===== src/rtl/comp_timebase_pkg.sv =====
package comp_timebase_pkg;

  // Strobes from control to datapath, valid for one cycle.
  typedef struct packed {
    logic step;      // a low-speed edge is present this cycle
    logic addEdge;   // count this edge twice
    logic dropEdge;  // swallow this edge
  } corrStrobe_t;

  localparam int NUM_IRQ = 4;
  localparam int NUM_CAP = 2;
  localparam int CAP_W   = 8;

  localparam int ADDR_TRIM  = 0;
  localparam int ADDR_FLAG  = 1;
  localparam int ADDR_CAP0  = 2;
  localparam int ADDR_CAP1  = 3;
  localparam int ADDR_CAPST = 4;
  localparam int ADDR_COUNT = 5;

  // Counter bit that toggles at each interrupt source's rate.
  function automatic int tapBit(int divW, int idx);
    case (idx)
      0:       return divW - 8;  // 128 Hz
      1:       return divW - 6;  // 32 Hz
      2:       return divW - 5;  // 16 Hz
      default: return divW - 2;  // 2 Hz
    endcase
  endfunction

  // Lowest counter bit held by a capture register (4096 Hz stage).
  function automatic int capLow(int divW);
    return divW - 13;
  endfunction

endpackage


===== src/rtl/comp_timebase_ctrl.sv =====
module comp_timebase_ctrl
  import comp_timebase_pkg::*;
#(
  parameter int TRIM_W   = 11,
  parameter int WIN_LOG2 = 21
) (
  input  logic              clk,
  input  logic              rstN,
  input  logic              lsTick,
  input  logic              trimWr,
  input  logic [TRIM_W-1:0] trimWrData,
  output logic [TRIM_W-1:0] trimShadow,
  output corrStrobe_t       strobe
);

  localparam int ACC_W = WIN_LOG2 + 1;

  logic [WIN_LOG2-1:0] winCnt;
  logic [WIN_LOG2-1:0] accQ;
  logic [TRIM_W-1:0]   trimActive;
  logic                winStart;
  logic [TRIM_W-1:0]   effTrim;
  logic                trimNeg;
  logic [TRIM_W-1:0]   trimMag;
  logic [WIN_LOG2-1:0] accBase;
  logic [ACC_W-1:0]    accSum;
  logic                corrDue;

  // A window opens on the tick seen while the window counter is zero.
  assign winStart = lsTick && (winCnt == '0);
  assign effTrim  = winStart ? trimShadow : trimActive;
  assign trimNeg  = effTrim[TRIM_W-1];
  assign trimMag  = trimNeg ? (~effTrim + TRIM_W'(1)) : effTrim;
  assign accBase  = winStart ? '0 : accQ;
  assign accSum   = {1'b0, accBase} + ACC_W'(trimMag);
  assign corrDue  = accSum[WIN_LOG2];

  always_comb begin
    strobe.step     = lsTick;
    strobe.addEdge  = lsTick && corrDue && !trimNeg;
    strobe.dropEdge = lsTick && corrDue && trimNeg;
  end

  always_ff @(posedge clk or negedge rstN) begin
    if (!rstN) begin
      winCnt     <= '0;
      accQ       <= '0;
      trimActive <= '0;
      trimShadow <= '0;
    end else begin
      if (trimWr) trimShadow <= trimWrData;
      if (lsTick) begin
        winCnt <= winCnt + WIN_LOG2'(1);
        accQ   <= accSum[WIN_LOG2-1:0];
        if (winStart) trimActive <= trimShadow;
      end
    end
  end

  // the active trim changes only at a window start
  p_active_hold_r5 : assert property (@(posedge clk) disable iff (!rstN)
    !winStart |=> $stable(trimActive));

  // a window start adopts the code software last wrote
  p_window_load_r5 : assert property (@(posedge clk) disable iff (!rstN)
    winStart |=> trimActive == $past(trimShadow));

  // a correction never comes without a low-speed edge
  p_corr_needs_tick_r3 : assert property (@(posedge clk) disable iff (!rstN)
    !lsTick |-> !(strobe.addEdge || strobe.dropEdge));

endmodule


===== src/rtl/comp_timebase_dp.sv =====
module comp_timebase_dp
  import comp_timebase_pkg::*;
#(
  parameter int DIV_W = 15
) (
  input  logic                           clk,
  input  logic                           rstN,
  input  corrStrobe_t                    strobe,
  input  logic [NUM_CAP-1:0]             capEvt,
  input  logic [NUM_IRQ-1:0]             flagClr,
  input  logic [NUM_CAP-1:0]             capClr,
  output logic [DIV_W-1:0]               divQ,
  output logic [NUM_IRQ-1:0]             tickOut,
  output logic [NUM_IRQ-1:0]             irqFlags,
  output logic [NUM_CAP-1:0][CAP_W-1:0]  capHold,
  output logic [NUM_CAP-1:0]             capDone
);

  localparam int CAP_LO = capLow(DIV_W);

  logic [1:0]         stepAmt;
  logic [NUM_IRQ-1:0] tapNow;
  logic [NUM_IRQ-1:0] tapPrev;

  always_comb begin
    if (!strobe.step)        stepAmt = 2'd0;
    else if (strobe.addEdge) stepAmt = 2'd2;
    else if (strobe.dropEdge) stepAmt = 2'd0;
    else                     stepAmt = 2'd1;
  end

  always_ff @(posedge clk or negedge rstN) begin
    if (!rstN) divQ <= '0;
    else       divQ <= divQ + DIV_W'(stepAmt);
  end

  // Interrupt sources: one rising-edge detector and sticky flag each.
  for (genvar i = 0; i < NUM_IRQ; i++) begin : g_tap
    localparam int TB = tapBit(DIV_W, i);
    assign tapNow[i]  = divQ[TB];
    assign tickOut[i] = tapNow[i] & ~tapPrev[i];

    always_ff @(posedge clk or negedge rstN) begin
      if (!rstN) begin
        tapPrev[i]  <= 1'b0;
        irqFlags[i] <= 1'b0;
      end else begin
        tapPrev[i]  <= tapNow[i];
        irqFlags[i] <= (irqFlags[i] & ~flagClr[i]) | tickOut[i];
      end
    end
  end

  // Capture channels.
  for (genvar c = 0; c < NUM_CAP; c++) begin : g_cap
    always_ff @(posedge clk or negedge rstN) begin
      if (!rstN) begin
        capHold[c] <= '0;
        capDone[c] <= 1'b0;
      end else begin
        if (capEvt[c]) capHold[c] <= divQ[CAP_LO +: CAP_W];
        capDone[c] <= (capDone[c] & ~capClr[c]) | capEvt[c];
      end
    end
  end

  // without an edge the counter holds
  p_hold_idle_r2 : assert property (@(posedge clk) disable iff (!rstN)
    !strobe.step |=> $stable(divQ));

  // an uncorrected edge adds exactly one
  p_plain_step_r2 : assert property (@(posedge clk) disable iff (!rstN)
    (strobe.step && !strobe.addEdge && !strobe.dropEdge) |=> divQ == $past(divQ) + DIV_W'(1));

  // every tick pulse leaves its flag set
  p_flag_set_r6 : assert property (@(posedge clk) disable iff (!rstN)
    (tickOut != '0) |=> ((irqFlags & $past(tickOut)) == $past(tickOut)));

  // a clear with no competing set empties the flag
  p_flag_clear_r7 : assert property (@(posedge clk) disable iff (!rstN)
    ((flagClr & ~tickOut) != '0) |=> ((irqFlags & $past(flagClr & ~tickOut)) == '0));

  // channel 0 holds the stages seen on the event edge
  p_capture_r8 : assert property (@(posedge clk) disable iff (!rstN)
    capEvt[0] |=> (capHold[0] == $past(divQ[CAP_LO +: CAP_W])) && capDone[0]);

endmodule


===== src/rtl/comp_timebase.sv =====
module comp_timebase
  import comp_timebase_pkg::*;
#(
  parameter int  DIV_W    = 15,
  parameter int  TRIM_W   = 11,
  parameter int  WIN_LOG2 = 21,
  parameter int  ADDR_W   = 3,
  localparam int RD_W     = (DIV_W > TRIM_W) ? DIV_W : TRIM_W
) (
  input  logic               clk,
  input  logic               rstN,
  input  logic               lsTick,
  input  logic [1:0]         capEvt,
  input  logic               wrEn,
  input  logic [ADDR_W-1:0]  wrAddr,
  input  logic [TRIM_W-1:0]  wrData,
  input  logic [ADDR_W-1:0]  rdAddr,
  output logic [RD_W-1:0]    rdData,
  output logic [3:0]         tickOut,
  output logic [3:0]         irqReq
);

  corrStrobe_t                   strobe;
  logic [TRIM_W-1:0]             trimShadow;
  logic                          trimWr;
  logic [NUM_IRQ-1:0]            flagClr;
  logic [NUM_CAP-1:0]            capClr;
  logic [DIV_W-1:0]              divQ;
  logic [NUM_CAP-1:0][CAP_W-1:0] capHold;
  logic [NUM_CAP-1:0]            capDone;

  assign trimWr  = wrEn && (wrAddr == ADDR_W'(ADDR_TRIM));
  assign flagClr = (wrEn && (wrAddr == ADDR_W'(ADDR_FLAG)))  ? wrData[NUM_IRQ-1:0] : '0;
  assign capClr  = (wrEn && (wrAddr == ADDR_W'(ADDR_CAPST))) ? wrData[NUM_CAP-1:0] : '0;

  comp_timebase_ctrl #(
    .TRIM_W   (TRIM_W),
    .WIN_LOG2 (WIN_LOG2)
  ) ctrl_i (
    .clk        (clk),
    .rstN       (rstN),
    .lsTick     (lsTick),
    .trimWr     (trimWr),
    .trimWrData (wrData),
    .trimShadow (trimShadow),
    .strobe     (strobe)
  );

  comp_timebase_dp #(
    .DIV_W (DIV_W)
  ) dp_i (
    .clk      (clk),
    .rstN     (rstN),
    .strobe   (strobe),
    .capEvt   (capEvt),
    .flagClr  (flagClr),
    .capClr   (capClr),
    .divQ     (divQ),
    .tickOut  (tickOut),
    .irqFlags (irqReq),
    .capHold  (capHold),
    .capDone  (capDone)
  );

  always_comb begin
    case (rdAddr)
      ADDR_W'(ADDR_TRIM):  rdData = RD_W'($signed(trimShadow));
      ADDR_W'(ADDR_FLAG):  rdData = RD_W'(irqReq);
      ADDR_W'(ADDR_CAP0):  rdData = RD_W'(capHold[0]);
      ADDR_W'(ADDR_CAP1):  rdData = RD_W'(capHold[1]);
      ADDR_W'(ADDR_CAPST): rdData = RD_W'(capDone);
      ADDR_W'(ADDR_COUNT): rdData = RD_W'(divQ);
      default:             rdData = '0;
    endcase
  end

endmodule


===== config.mk =====
export PLATFORM = sky130hd
export DESIGN_NAME = comp_timebase
export DESIGN_NICKNAME = d
export VERILOG_FILES = /design/src/rtl/comp_timebase_pkg.sv /design/src/rtl/comp_timebase_ctrl.sv /design/src/rtl/comp_timebase_dp.sv /design/src/rtl/comp_timebase.sv
export SDC_FILE = /design/constraint.sdc
export NUM_CORES = 1
export LEC_CHECK = 0
export BUFFER_PORTS_ARGS = -buffer_cell sky130_fd_sc_hd__buf_2
export CAP_MARGIN = 20
export CORE_UTILIZATION = 50
export CTS_CLUSTER_DIAMETER = 200
export DETAILED_ROUTE_END_ITERATION = 10
export MAX_ROUTING_LAYER = met4
export PLACE_DENSITY = 0.68
export SYNTH_ARGS = -nofsm -noshare
export SYNTH_HDL_FRONTEND = slang
export SYNTH_SLANG_ARGS = --single-unit

===== constraint.sdc =====
create_clock -name clk -period 9.35 [get_ports clk]
set_clock_uncertainty 0.1 [all_clocks]
set_input_delay 0.4675 -clock clk [delete_from_list [all_inputs] [get_ports clk]]
set_output_delay 0.4675 -clock clk [all_outputs]
set_load 0.05 [all_outputs]

; After elaboration in Yosys (flattened, before gate mapping)
; Cells that the tools add are included.
[totals]
latchBits = 0
ram_bits = 0
ff_bits = 105
elab_cells = 75
in_bits = 23
output_inout_bits = 23
romBits = 0
mem_count = 0
[classes]
n_addsub = 4
n_eq_ne = 7
shifts = 0
reduce_logical = 11
mul = 0
n_mux = 9
magnitude_cmp = 0
n_div = 0
n_bitwise = 27
[ops]
columns = operator, count
row1 = one-hot mux 15 bit (6 select lines), 1
row2 = adder 21 x 11 -> 22 bit, 1
row3 = 2-to-1 mux 11 bit, 2
row4 = "adder 21 x 1 -> 21 bit, second input constant", 1
row5 = logical NOT 21 bit, 1
row6 = 2-to-1 mux 21 bit, 1
row7 = adder 15 x 2 -> 15 bit, 1
row8 = "adder 11 x 1 -> 11 bit, second input constant", 1
row9 = NOT 11 bit, 1
row10 = bitwise AND 1 bit, 10
row11 = NOT 1 bit, 10
row12 = "== test 3 bit, second input constant", 3
row13 = logical AND 1 bit, 7
row14 = "== test 3 x 1 -> 1 bit, second input constant", 2
row15 = "== test 3 x 2 -> 1 bit, second input constant", 2
row16 = logical NOT 3 bit, 2
row17 = 2-to-1 mux 2 bit, 3
row18 = bitwise OR 1 bit, 6
row19 = 2-to-1 mux 4 bit, 1
row20 = logical NOT 1 bit, 1
row21 = 2-to-1 mux 1 bit, 1

; Longest topological paths before layout
; Gate-level depths: netlist (run 1).
[depth]
depth_word = 13
depth_mapped = 28
ltp_nobuf = 26

; Hierarchy
; Synthesis (run 1) repeated with hierarchy kept, for this count alone.
[hier_totals]
cells_unflattened = 541
hier_area_um2 = 5920.7
[modules_own_cells]
columns = module, seq_area_each_um2, cells_per_inst, instances, area_each_um2
row1 = comp_timebase_ctrl, 1601.5, 354, 1, 3783.6
row2 = comp_timebase_dp, 1026.0, 123, 1, 1682.9
row3 = comp_timebase, 0.0, 64, 1, 454.2

; Least setup slack after synthesis (run 1)
; No wires, ideal clock.
[synth_path]
path_kind = register to register
from = register ctrl_i.winCnt[0]
to = register dp_i.divQ[14]
synth_period_minus_slack_ps = 5117
t_required_ps = 9127
setup_ps = 123
path_buffers = 1
setup_slack_ps = 4233
t_arrival_ps = 4894
path_stages_with_launch = 26
cell_sequence = dfrtp_1 > inv_1 > ha_1 > and3b_1 > nand4_1 > nor2_1 > buf_2 > mux2i_1 > ha_1 > nand3b_1 > mux2_2 > nand2b_1 > xnor2_1 > ha_1 > a211oi_1 > nor2_1 > a2111oi_0 > a21oi_1 > nor2_1 > o31a_1 > ha_1 > inv_1 > fa_1 > nor2_1 > nand4_1 > xnor2_1
[synth_between]
elab_chain_cells = 13
word_cells_on_any_way = 16
cone_classes = 3 x add/sub / 6 x mux / 1 x bitwise / 6 x reduce/logical
[synth_lines]
columns = item, line_no
row1 = "start, declared", comp_timebase_ctrl.sv:18  ; logic [WIN_LOG2-1:0] winCnt;
row2 = "start signal, assigned", comp_timebase_ctrl.sv:53  ; winCnt <= winCnt + WIN_LOG2'(1);
row3 = logical NOT 21 bit (*), comp_timebase_ctrl.sv:30  ; assign winStart = lsTick && (winCnt == '0);
row4 = logical AND 1 bit (*), comp_timebase_ctrl.sv:30
row5 = 2-to-1 mux 11 bit, comp_timebase_ctrl.sv:31  ; assign effTrim = winStart ? trimShadow : trimActive;
row6 = NOT 11 bit, comp_timebase_ctrl.sv:33  ; assign trimMag = trimNeg ? (~effTrim + TRIM_W'(1)) : effTrim;
row7 = adder 11 x 1 -> 11 bit, comp_timebase_ctrl.sv:33
row8 = 2-to-1 mux 11 bit, comp_timebase_ctrl.sv:33
row9 = adder 21 x 11 -> 22 bit, comp_timebase_ctrl.sv:35  ; assign accSum = {1'b0, accBase} + ACC_W'(trimMag);
row10 = logical AND 1 bit, "comp_timebase_ctrl.sv:40, comp_timebase_ctrl.sv:41"
row11 = logical AND 1 bit, comp_timebase_ctrl.sv:41  ; strobe.dropEdge = lsTick && corrDue && trimNeg;
row12 = 2-to-1 mux 1 bit, comp_timebase_dp.sv:28  ; else if (strobe.dropEdge) stepAmt = 2'd0;
row13 = 2-to-1 mux 2 bit (*), comp_timebase_dp.sv:27  ; else if (strobe.addEdge) stepAmt = 2'd2;
row14 = 2-to-1 mux 2 bit (*), comp_timebase_dp.sv:26  ; if (!strobe.step) stepAmt = 2'd0;
row15 = adder 15 x 2 -> 15 bit (*), comp_timebase_dp.sv:34  ; else divQ <= divQ + DIV_W'(stepAmt);
row16 = "end signal, assigned", comp_timebase_dp.sv:34
row17 = "end, declared", comp_timebase_dp.sv:12  ; output logic [DIV_W-1:0] divQ,
; Every way passes the cells marked *; elsewhere a longest branch is shown, timed or not.
; A chain may end at the register's enable or synchronous reset.

; Final worst setup path (run 1)
[layout_path]
from = register ctrl_i.winCnt[17]
to = register dp_i.divQ[14]
; Same word-level chain as after synthesis.

==> results of run 1 <==
[state kept, by name (all words and copies together), names as in the netlist]
register / cells
dp_i.capDone: 2
dp_i.capHold: 16
ctrl_i.accQ: 21
ctrl_i.trimShadow: 11
ctrl_i.trimActive: 11
dp_i.divQ: 15
dp_i.tapPrev: 4
dp_i.irqFlags: 4
ctrl_i.winCnt: 21
[cells by family after synthesis]
| kind of cell | count (synthesis) | share of synthesized area |
|---|---|---|
| AO/OA/AOI/OAI | 87 | 0.09954 |
| AND/OR/NAND/NOR | 212 | 0.1869 |
| adder cells (fa/ha/maj) | 18 | 0.04266 |
| XOR/XNOR | 51 | 0.07932 |
| buffers and inverters | 38 | 0.02733 |
| multiplexers | 49 | 0.09776 |
| flip-flops | 105 | 0.4666 |
[cells in the mapped netlist, drive strengths merged, types with 11 or more instances]
cell type,number
mux2i,11
xor2,24
nor2,34
and3,13
and2,16
inv,17
dfrtp,105
nand3,11
a21oi,24
mux2,38
clkbuf,14
ha,16
xnor2,27
nand2,77
o21ai,14
nor3,12
[power by group]
part           internal (mW)  switching, mW  leakage (nW)  total, mW
combinational          0.438          0.550          1.48      0.988
clock                  0.129          0.169         0.105      0.297
sequential             0.572          0.102          1.36      0.674
[stage by stage]
| step | util | instances |
|---|---|---|
| finish | 0.5686 | 745 |
| global route | 0.5686 | 745 |
| CTS | 0.5686 | 745 |
| detailed placement | 0.5487 | 728 |
| global placement | 0.5487 | 728 |
| floorplan | - | 560 |
[final cells by class]
type	instances	area, um2
Clock buffer	9	123.9
Clock inverter	7	82.58
Fill cell	937	4697
Inverter	17	63.81
Multi-Input combinational cell	417	2850
Sequential cell	105	2628
Tap cell	140	175.2
Timing Repair Buffer	50	267.8
[metal layers]
metal / vias to the layer above / GRT usage / wire length [um]
li1: 2054 / - / -
met1: 2068 / 0.3079 / 5533
met2: 111 / 0.3617 / 5692
met3: 30 / 0.06088 / 585
met4: 0 / 0.1047 / 404
met5: - / - / 0
[what timing repair did]
action / CTS / global route
hold buffers: 1 / 0
setup endpoints to repair: 0 / 0
hold endpoints to repair: 36 / 0
[worst min-delay path by stage]
stage / startpoint / end / cells past startpoint
floorplan: rstN / ctrl_i.accQ[0] / 0
global placement: rstN / ctrl_i.winCnt[17] / 1
detailed placement: rstN / ctrl_i.winCnt[18] / 1
CTS: wrData[9] / ctrl_i.trimShadow[9] / 2
global route: wrData[9] / ctrl_i.trimShadow[9] / 2
finish: wrData[9] / ctrl_i.trimShadow[9] / 2
==> impl_metrics.tcl, run 1 <==
set metrics [dict create \
    io_buffers 45 \
    ys_types 52 \
    start_util 0.5172 \
    syn_area_mm2 0.005632 \
    required_ns 9.54 \
    clk_path_buf_depth 2 \
    place_hpwl_um 8881 \
    crit_type "reg -> reg" \
    num_io_pins 46 \
    regToRegSetupSlack_ns 3.52 \
    drive_above_1_share 0.1752 \
    ys_ff_latch 105 \
    p_leak_nw 2.946 \
    slew_violations 0 \
    drt-total-wl_um 12220 \
    tns_ns 0 \
    place_ws_ns 3.244 \
    layout.nets 641 \
    critPathCapture "dp_i.divQ[14]" \
    synth_cells 560 \
    fmax_mhz 171.6 \
    crit_cells 23 \
    dr.pass1.iters 4 \
    vias 4263 \
    areaGrowthSynthToFinish_pct 9.931 \
    ys.flop_type "dfrtp_1" \
    avgRoutedWirePerCell_um 16.40 \
    path_cells "nor4_1 > nand4_1 > nor2_1 > buf_4 > mux2i_1 > ha_1 > nand3b_1 > mux2_2 > nand2b_1 > xnor2_1 > ha_1 > a211oi_1 > nor2_1 > a2111oi_0 > a21oi_1 > nor2_1 > o31a_1 > ha_1 > inv_1 > fa_1 > nor2_1 > nand4_1 > xnor2_1" \
    cts_setup_buffers 0 \
    design_area_mm2 0.006191 \
    clock_latency_ns 0.39 \
    critical_path.startpoint "ctrl_i.winCnt[17]" \
    worstMarginPinSlew_ns 0.8420 \
    setup_ws_ns 3.523 \
    die_w_um 108.1 \
    path_buf_inv 2 \
    cts_sinks 105 \
    core_mm2 0.01089 \
    critPathSlowestCell "fa_1" \
    holdWs_ns 0.2083 \
    drc 0 \
    rr_worst_depth 23 \
    hold_path_class "in -> reg" \
    max_stage_delay_ns 0.46 \
    finalCritPeriodShare 0.6232 \
    ys_warn_count 0 \
    clk_pin_slew_ns 0.11 \
    grt_max_degree 70 \
    finalSetupViolCount 0 \
    dieArea_mm2 0.01169 \
    crit_path_max_fanout 26 \
    hold_violations 0 \
    ant_nets 0 \
    grt_pass1_wl_um 20800 \
    cts_made_buffers 9 \
    yosysSeqAreaShare 0.4666 \
    die_y_um 108.1 \
    cts_max_level 3 \
    p_total_mw 1.960 \
    start_kind "register" \
    final_cell_mix "dfrtp_1, nand2_1, buf_2" \
    avgViaCountPerCell 5.722 \
    cts_root_buffer "clkbuf_8" \
    critPathCaptureType "register" \
    grt_pass1_vias 4256 \
    rsz0062_at_grt "no" \
    critical_path.most_common_cell "nor2_1" \
    placed_cell_area_mm2 0.005974 \
    netlist_top_cells_area "dfrtp_1, mux2_2, nand2_1" \
    antenna_found_initial 0 \
    r2r-start "ctrl_i.winCnt[17]" \
    drtIter0Drc 339 \
    power.density_mw_per_mm2 316.5 \
    synthArstFlopShare 1.000 \
    syn_nets 601 \
    synth_top_area_cell "dfrtp_1" \
    slew_headroom 0.4387 \
    reg2reg_to "dp_i.divQ[14]" \
    final_common_cell "dfrtp_1" \
    critical_path_arrival_ns 6.02 \
    core.rowCount 38 \
    cap_violations 0 \
    post_cts_resized 0 \
    crit_family "simple AND/OR/NAND/NOR gates" \
    cts_tree "done" \
    overflow 0 \
    track_usage 0.2407 \
    synth-edff-count 0 \
    diodes 0 \
    synth_top_area_share 0.4666 \
    ir_drop_mv 0.1646 \
    place.gp.congestion 0.8655 \
    syn_avg_cell_area_um2 10.06 \
    status "finished clean" \
    min_period_ns 5.827 \
]
(Power assumes the default switching activity.)
==> run 2, diff against run 1 <==
==> constraint.sdc (replaced) <==
create_clock -name clk -period 5.5 [get_ports clk]
set_clock_uncertainty 0.1 [all_clocks]
set_input_delay 0.275 -clock clk [delete_from_list [all_inputs] [get_ports clk]]
set_output_delay 0.275 -clock clk [all_outputs]
set_load 0.05 [all_outputs]
==> run 2 against run 1 <==
Register-to-register slack lost 3.1 ns. Non-clock buffer count is 9 higher. Critical path type unchanged. Core utilization increased by 1.5 points. Final area grew 2.7%. Total power up 76%. Clock power rose by 83%. Die area unchanged.
==> impl_metrics.tcl, run 2 (synthesized netlist as in run 1, its figures left out) <==
set metrics [dict create \
    crit_type "reg -> reg" \
    cts_made_buffers 9 \
    finalCritPeriodShare 0.9279 \
    place.gp.congestion 0.9164 \
    p_switching_mw 1.426 \
    clk_path_buf_depth 2 \
    drtIter0Drc 238 \
    critical_path_arrival_ns 5.31 \
    hold_violations 0 \
    ir_drop_mv 0.3035 \
    regToRegSetupSlack_ns 0.40 \
    critPathCaptureType "register" \
    cts_sinks 105 \
    antenna_found_initial 0 \
    crit_path_max_fanout 5 \
    crit_family "simple AND/OR/NAND/NOR gates" \
    slew_headroom 0.3860 \
    rr_worst_depth 23 \
    dieArea_mm2 0.01169 \
    layout.nets 650 \
    holdWs_ns 0.03039 \
    overflow 0 \
    diodes 0 \
    required_ns 5.70 \
    core_mm2 0.01089 \
    cts_tree "done" \
    clk_pin_slew_ns 0.11 \
    core.rowCount 38 \
    avgViaCountPerCell 5.627 \
    instances_no_fill 754 \
    top_regs "ctrl_i.accQ (21), ctrl_i.winCnt (21), dp_i.capHold (16)" \
    grt_pass1_vias 4222 \
    finalSetupViolCount 0 \
    start_util 0.5172 \
    grt_pass1_wl_um 20980 \
    intPower_mw 2.027 \
    path_buf_inv 2 \
    drive_above_1_share 0.2020 \
    final_common_cell "dfrtp_1" \
    final_cell_mix "dfrtp_1, nand2_1, buf_2" \
    switching_share 0.4129 \
    path_cells "nor4_2 > nand4_1 > or2_1 > nand2_1 > nand2_1 > inv_1 > ha_2 > nand3b_1 > nor4_2 > nor3_1 > xor2_1 > ha_1 > and4_2 > a2111oi_4 > a21oi_2 > nor2_2 > o31a_1 > ha_1 > inv_1 > fa_2 > nor2_2 > nand4_1 > xnor2_1" \
    slew_violations 0 \
    io_buffers 45 \
    fmax_mhz 195.9 \
    power.density_mw_per_mm2 543.1 \
    cts_root_buffer "clkbuf_8" \
    hold_path_class "in -> reg" \
    hold_end "ctrl_i.trimShadow[7]" \
    status "finished clean" \
    critPathSlowestCell "dfrtp_1" \
    clkPwrFrac 0.157 \
    cap_violations 0 \
    num_io_pins 46 \
    track_usage 0.2421 \
    avgRoutedWirePerCell_um 16.44 \
    drt-total-wl_um 12390 \
    fin_util 0.5840 \
    drc 0 \
    reg2reg_to "dp_i.divQ[14]" \
    worstMarginPinSlew_ns 0.9210 \
    power.share.sequential 0.331 \
    fillers 964 \
    placed_cells 730 \
    vias 4243 \
    p_leak_nw 2.998 \
    min_period_ns 5.104 \
    areaGrowthSynthToFinish_pct 12.91 \
    dr.pass1.iters 4 \
    die_y_um 108.1 \
    max_stage_delay_ns 0.43 \
    cts_max_level 3 \
    p_comb_frac 0.512 \
    clock_latency_ns 0.40 \
    min_from "wrData[7]" \
    die_w_um 108.1 \
    start_kind "register" \
    r2r-start "ctrl_i.winCnt[17]" \
    grt_max_degree 73 \
    tns_ns 0 \
    place_hpwl_um 8880 \
    hold_depth 2 \
    ant_nets 0 \
]
## run 2: cell types whose count changed in the layout (fill, tap and decap cells not counted), sizes merged
cell and delta:
clkinv -1, bufinv +1, buf +4, dlygate4sd3 +5, clkinvlp +1, inv -1
## run 2: how the worst max path moves through the flow
stage | startpoint | end | slack, ns | depth (start not counted)
2_1_floorplan | ctrl_i.winCnt[0] | dp_i.divQ[14] | 0.38 | 25
3_3_place_gp | ctrl_i.winCnt[17] | dp_i.divQ[14] | 0.19 | 22
3_5_place_dp | ctrl_i.winCnt[17] | dp_i.divQ[14] | -0.06 | 22
4_1_cts | ctrl_i.winCnt[17] | dp_i.divQ[14] | 0.03 | 24
5_1_grt | ctrl_i.winCnt[0] | dp_i.divQ[14] | -0.04 | 25
6_report | ctrl_i.winCnt[17] | dp_i.divQ[14] | 0.40 | 23
## run 2: layer usage
metal	track usage	share of wire
met4	0.07436	0.012
met5	-	0
met1	0.3187	0.47
met2	0.3667	0.47
met3	0.06269	0.050
## run 2: power groups by stage
stage | registers, mW | clock network (mW) | logic, mW
2_1_floorplan | 1.10 | 0 | 1.34
3_3_place_gp | 1.15 | 0 | 1.62
3_5_place_dp | 1.15 | 0 | 1.67
4_1_cts | 1.14 | 0.558 | 1.69
5_1_grt | 1.17 | 0.588 | 1.96
6_report | 1.14 | 0.543 | 1.77
## run 2: layout make-up
class                      instances  area (um2)  share of cell area
multi-input combinational        417        2919              0.4591
timing repair buffer              59       347.8             0.05470
sequential                       105        2628              0.4132
inverter                          17       63.81             0.01004
tap                              140       175.2             0.02755
clock buffer                       9       123.9             0.01948
clock inverter                     7       101.3             0.01594
## run 2: what timing repair did
| action | 4_1_cts | 5_1_grt |
|---|---|---|
| setup buffers | 0 | 2 |
| gates cloned | 0 | 0 |
| hold endpoints to repair | 38 | 0 |
| endpoints found under the setup margin | 3 | 11 |
| resized for setup | 4 | 13 |
| pin swaps | 1 | 4 |
| hold buffers | 6 | 0 |
## run 2: per-stage QoR
step	instance area [um2]	total power [mW]	setup WS [ns]
floorplan	5632	2.437	0.3830
global placement	5989	2.762	0.1862
detailed placement	5989	2.820	-0.05943
CTS	6289	3.389	0.02600
global route	6359	3.726	-0.04004
finish	6359	3.453	0.3963
==> run 3, diff against run 2 <==
--- a/config.mk
+++ b/config.mk
@@ -11,7 +11,8 @@
 export CTS_CLUSTER_DIAMETER = 200
 export DETAILED_ROUTE_END_ITERATION = 10
 export MAX_ROUTING_LAYER = met4
-export PLACE_DENSITY = 0.68
+export PLACE_DENSITY_LB_ADDON = 0.05
+export SETUP_SLACK_MARGIN = 0.5
 export SYNTH_ARGS = -nofsm -noshare
 export SYNTH_HDL_FRONTEND = slang
 export SYNTH_SLANG_ARGS = --single-unit
==> run 3 against run 2 <==
Final cell count grew 3.1%. Die area stayed put. Core utilization increased by 2.6 points. Routed wire length rose by 7.3%. Via count rose by 4.2%. Combinational power grew 18%. Largest power group unchanged. Final area rose by 4.5%.
==> impl_metrics.tcl, run 3 (synthesized netlist as in run 1, its figures left out) <==
set metrics [dict create \
    required_ns 5.67 \
    final_common_cell "dfrtp_1" \
    holdWs_ns 0.02001 \
    place_hpwl_um 9234 \
    dieArea_mm2 0.01169 \
    critical_path_arrival_ns 5.13 \
    switching_share 0.3967 \
    worstMarginPinSlew_ns 0.8577 \
    cts_tree "done" \
    drt-total-wl_um 13300 \
    avgViaCountPerCell 5.692 \
    ir_drop_mv 0.4787 \
    die_w_um 108.1 \
    power.density_mw_per_mm2 576.5 \
    clk_pin_slew_ns 0.10 \
    top_regs "ctrl_i.accQ (21), ctrl_i.winCnt (21), dp_i.capHold (16)" \
    critPathSlowestCell "dfrtp_2" \
    status "finished clean" \
    grt_pass1_vias 4218 \
    vias 4423 \
    crit_path_max_fanout 5 \
    min_period_ns 4.958 \
    hold_path_class "in -> reg" \
    hold_violations 0 \
    tns_ns 0 \
    critPathCaptureType "register" \
    finalCritPeriodShare 0.9015 \
    p_comb_frac 0.543 \
    final_cell_mix "dfrtp_1, nand2_1, buf_2" \
    crit_type "reg -> reg" \
    cts_made_buffers 9 \
    io_buffers 45 \
    start_kind "register" \
    diodes 0 \
    antenna_found_initial 0 \
    drive_above_1_share 0.2559 \
    clkPwrFrac 0.157 \
    cts_root_buffer "clkbuf_8" \
    slew_violations 0 \
    instances_no_fill 777 \
    grt_max_degree 69 \
    num_io_pins 46 \
    layout.nets 673 \
    areaGrowthSynthToFinish_pct 18.02 \
    drtIter0Drc 271 \
    p_total_mw 3.832 \
    ant_nets 0 \
    slew_headroom 0.4282 \
    cts_max_level 3 \
    core.rowCount 38 \
    core_mm2 0.01089 \
    die_y_um 108.1 \
    cap_violations 0 \
    start_util 0.5172 \
    finalSetupViolCount 0 \
    clock_latency_ns 0.38 \
    intPower_mw 2.312 \
    fmax_mhz 201.7 \
    place.gp.congestion 0.8684 \
    cts_sinks 105 \
    rsz0062_at_grt "yes" \
    power.share.sequential 0.300 \
    max_stage_delay_ns 0.45 \
    path_cells "nor4_4 > nand4_1 > buf_6 > nor2_4 > mux2i_2 > ha_2 > nand3b_1 > nor4_1 > nor3_1 > xor2_1 > ha_1 > and4_4 > a2111oi_4 > a21oi_2 > nor2_2 > o31a_1 > ha_2 > inv_2 > fa_2 > nor2_4 > nand4_1 > xnor2_1" \
    fin_util 0.6104 \
    avgRoutedWirePerCell_um 17.12 \
    placed_cells 730 \
    hold_depth 2 \
    overflow 0 \
    p_switching_mw 1.520 \
    grt_pass1_wl_um 21400 \
    rr_worst_depth 22 \
    p_leak_nw 3.160 \
    drc 0 \
    clk_path_buf_depth 2 \
    dr.pass1.iters 4 \
    track_usage 0.2483 \
]
-- run 3: cell types whose count changed in the layout (fill, tap and decap cells not counted), moves of 2 or more --
| cell | previous run | this run |
|---|---|---|
| buf_4 | 9 | 31 |
| buf_6 | 0 | 3 |
| dlygate4sd3_1 | 6 | 3 |
| clkbuf_8 | 9 | 11 |
| dfrtp_1 | 105 | 103 |
| dfrtp_2 | 0 | 2 |
| nand2_1 | 77 | 75 |
| nand2_2 | 0 | 2 |
| nor2_4 | 1 | 3 |
-- run 3: worst max-delay path: cells and delay by family (launching register included) --
| kind | cells | cell delay [ns] |
|---|---|---|
| and+or+nand+nor | 10 | 1.67 |
| DFF | 1 | 0.45 |
| adders and majority gates | 4 | 1.17 |
| muxes | 1 | 0.27 |
| xor gates and xnor gates | 2 | 0.32 |
| AOI/OAI and AO/OA | 3 | 0.69 |
| buffers and inverters | 2 | 0.20 |
-- run 3: cell type report --
cell class / instances / area, um2
clock buffer: 11 / 151.4
clock inverter: 5 / 107.6
timing repair buffer: 81 / 516.7
inverter: 17 / 63.81
tap: 140 / 175.2
sequential: 105 / 2630
multi-input combinational: 418 / 3002
fill: 905 / 4242
-- run 3: worst paths after layout --
path                                   from                    to  slack, ns
setup / recovery           ctrl_i.winCnt[3]         dp_i.divQ[14]       0.54
hold / removal                    wrData[7]  ctrl_i.trimShadow[7]       0.02
setup reg to reg           ctrl_i.winCnt[3]         dp_i.divQ[14]       0.54
hold reg to reg             dp_i.capDone[0]       dp_i.capDone[0]       0.39
max in group asynchronous              rstN        ctrl_i.accQ[4]       3.76
min in group asynchronous              rstN     ctrl_i.winCnt[12]       0.29
-- run 3: layer usage --
metal  up-vias  wire length [um]  track usage
met5         -                 0            -
met4         0               121      0.05382
met3         7               467      0.05907
met2        78              6416       0.3949
met1      2224              6297       0.3227
li1       2114                 -            -
-- run 3: repair_timing --
| action | CTS | global route |
|---|---|---|
| gates cloned | 1 | 0 |
| resized for setup | 9 | 27 |
| endpoints found under the setup margin | 12 | 18 |
| endpoints found under the hold margin | 37 | 2 |
| hold buffers | 1 | 2 |
| buffers inserted | 16 | 11 |
| pin swaps | 7 | 12 |
-- run 3: power by group through the flow --
stage	sequential (mW)	clock, mW	combinational (mW)
2_1_floorplan	1.10	0	1.34
3_3_place_gp	1.15	0	1.64
3_5_place_dp	1.16	0	1.66
4_1_cts	1.15	0.618	1.87
5_1_grt	1.18	0.648	2.29
6_report	1.15	0.601	2.08
-- run 3: stage by stage --
stage | cell area [um2] | setup WS (ns)
after detailed placement | 6002 | 0.1237
after global placement | 6002 | 0.3186
after CTS | 6436 | 0.5227
after global routing | 6646 | 0.2848
final | 6646 | 0.5420
after floorplan | 5644 | 0.5230
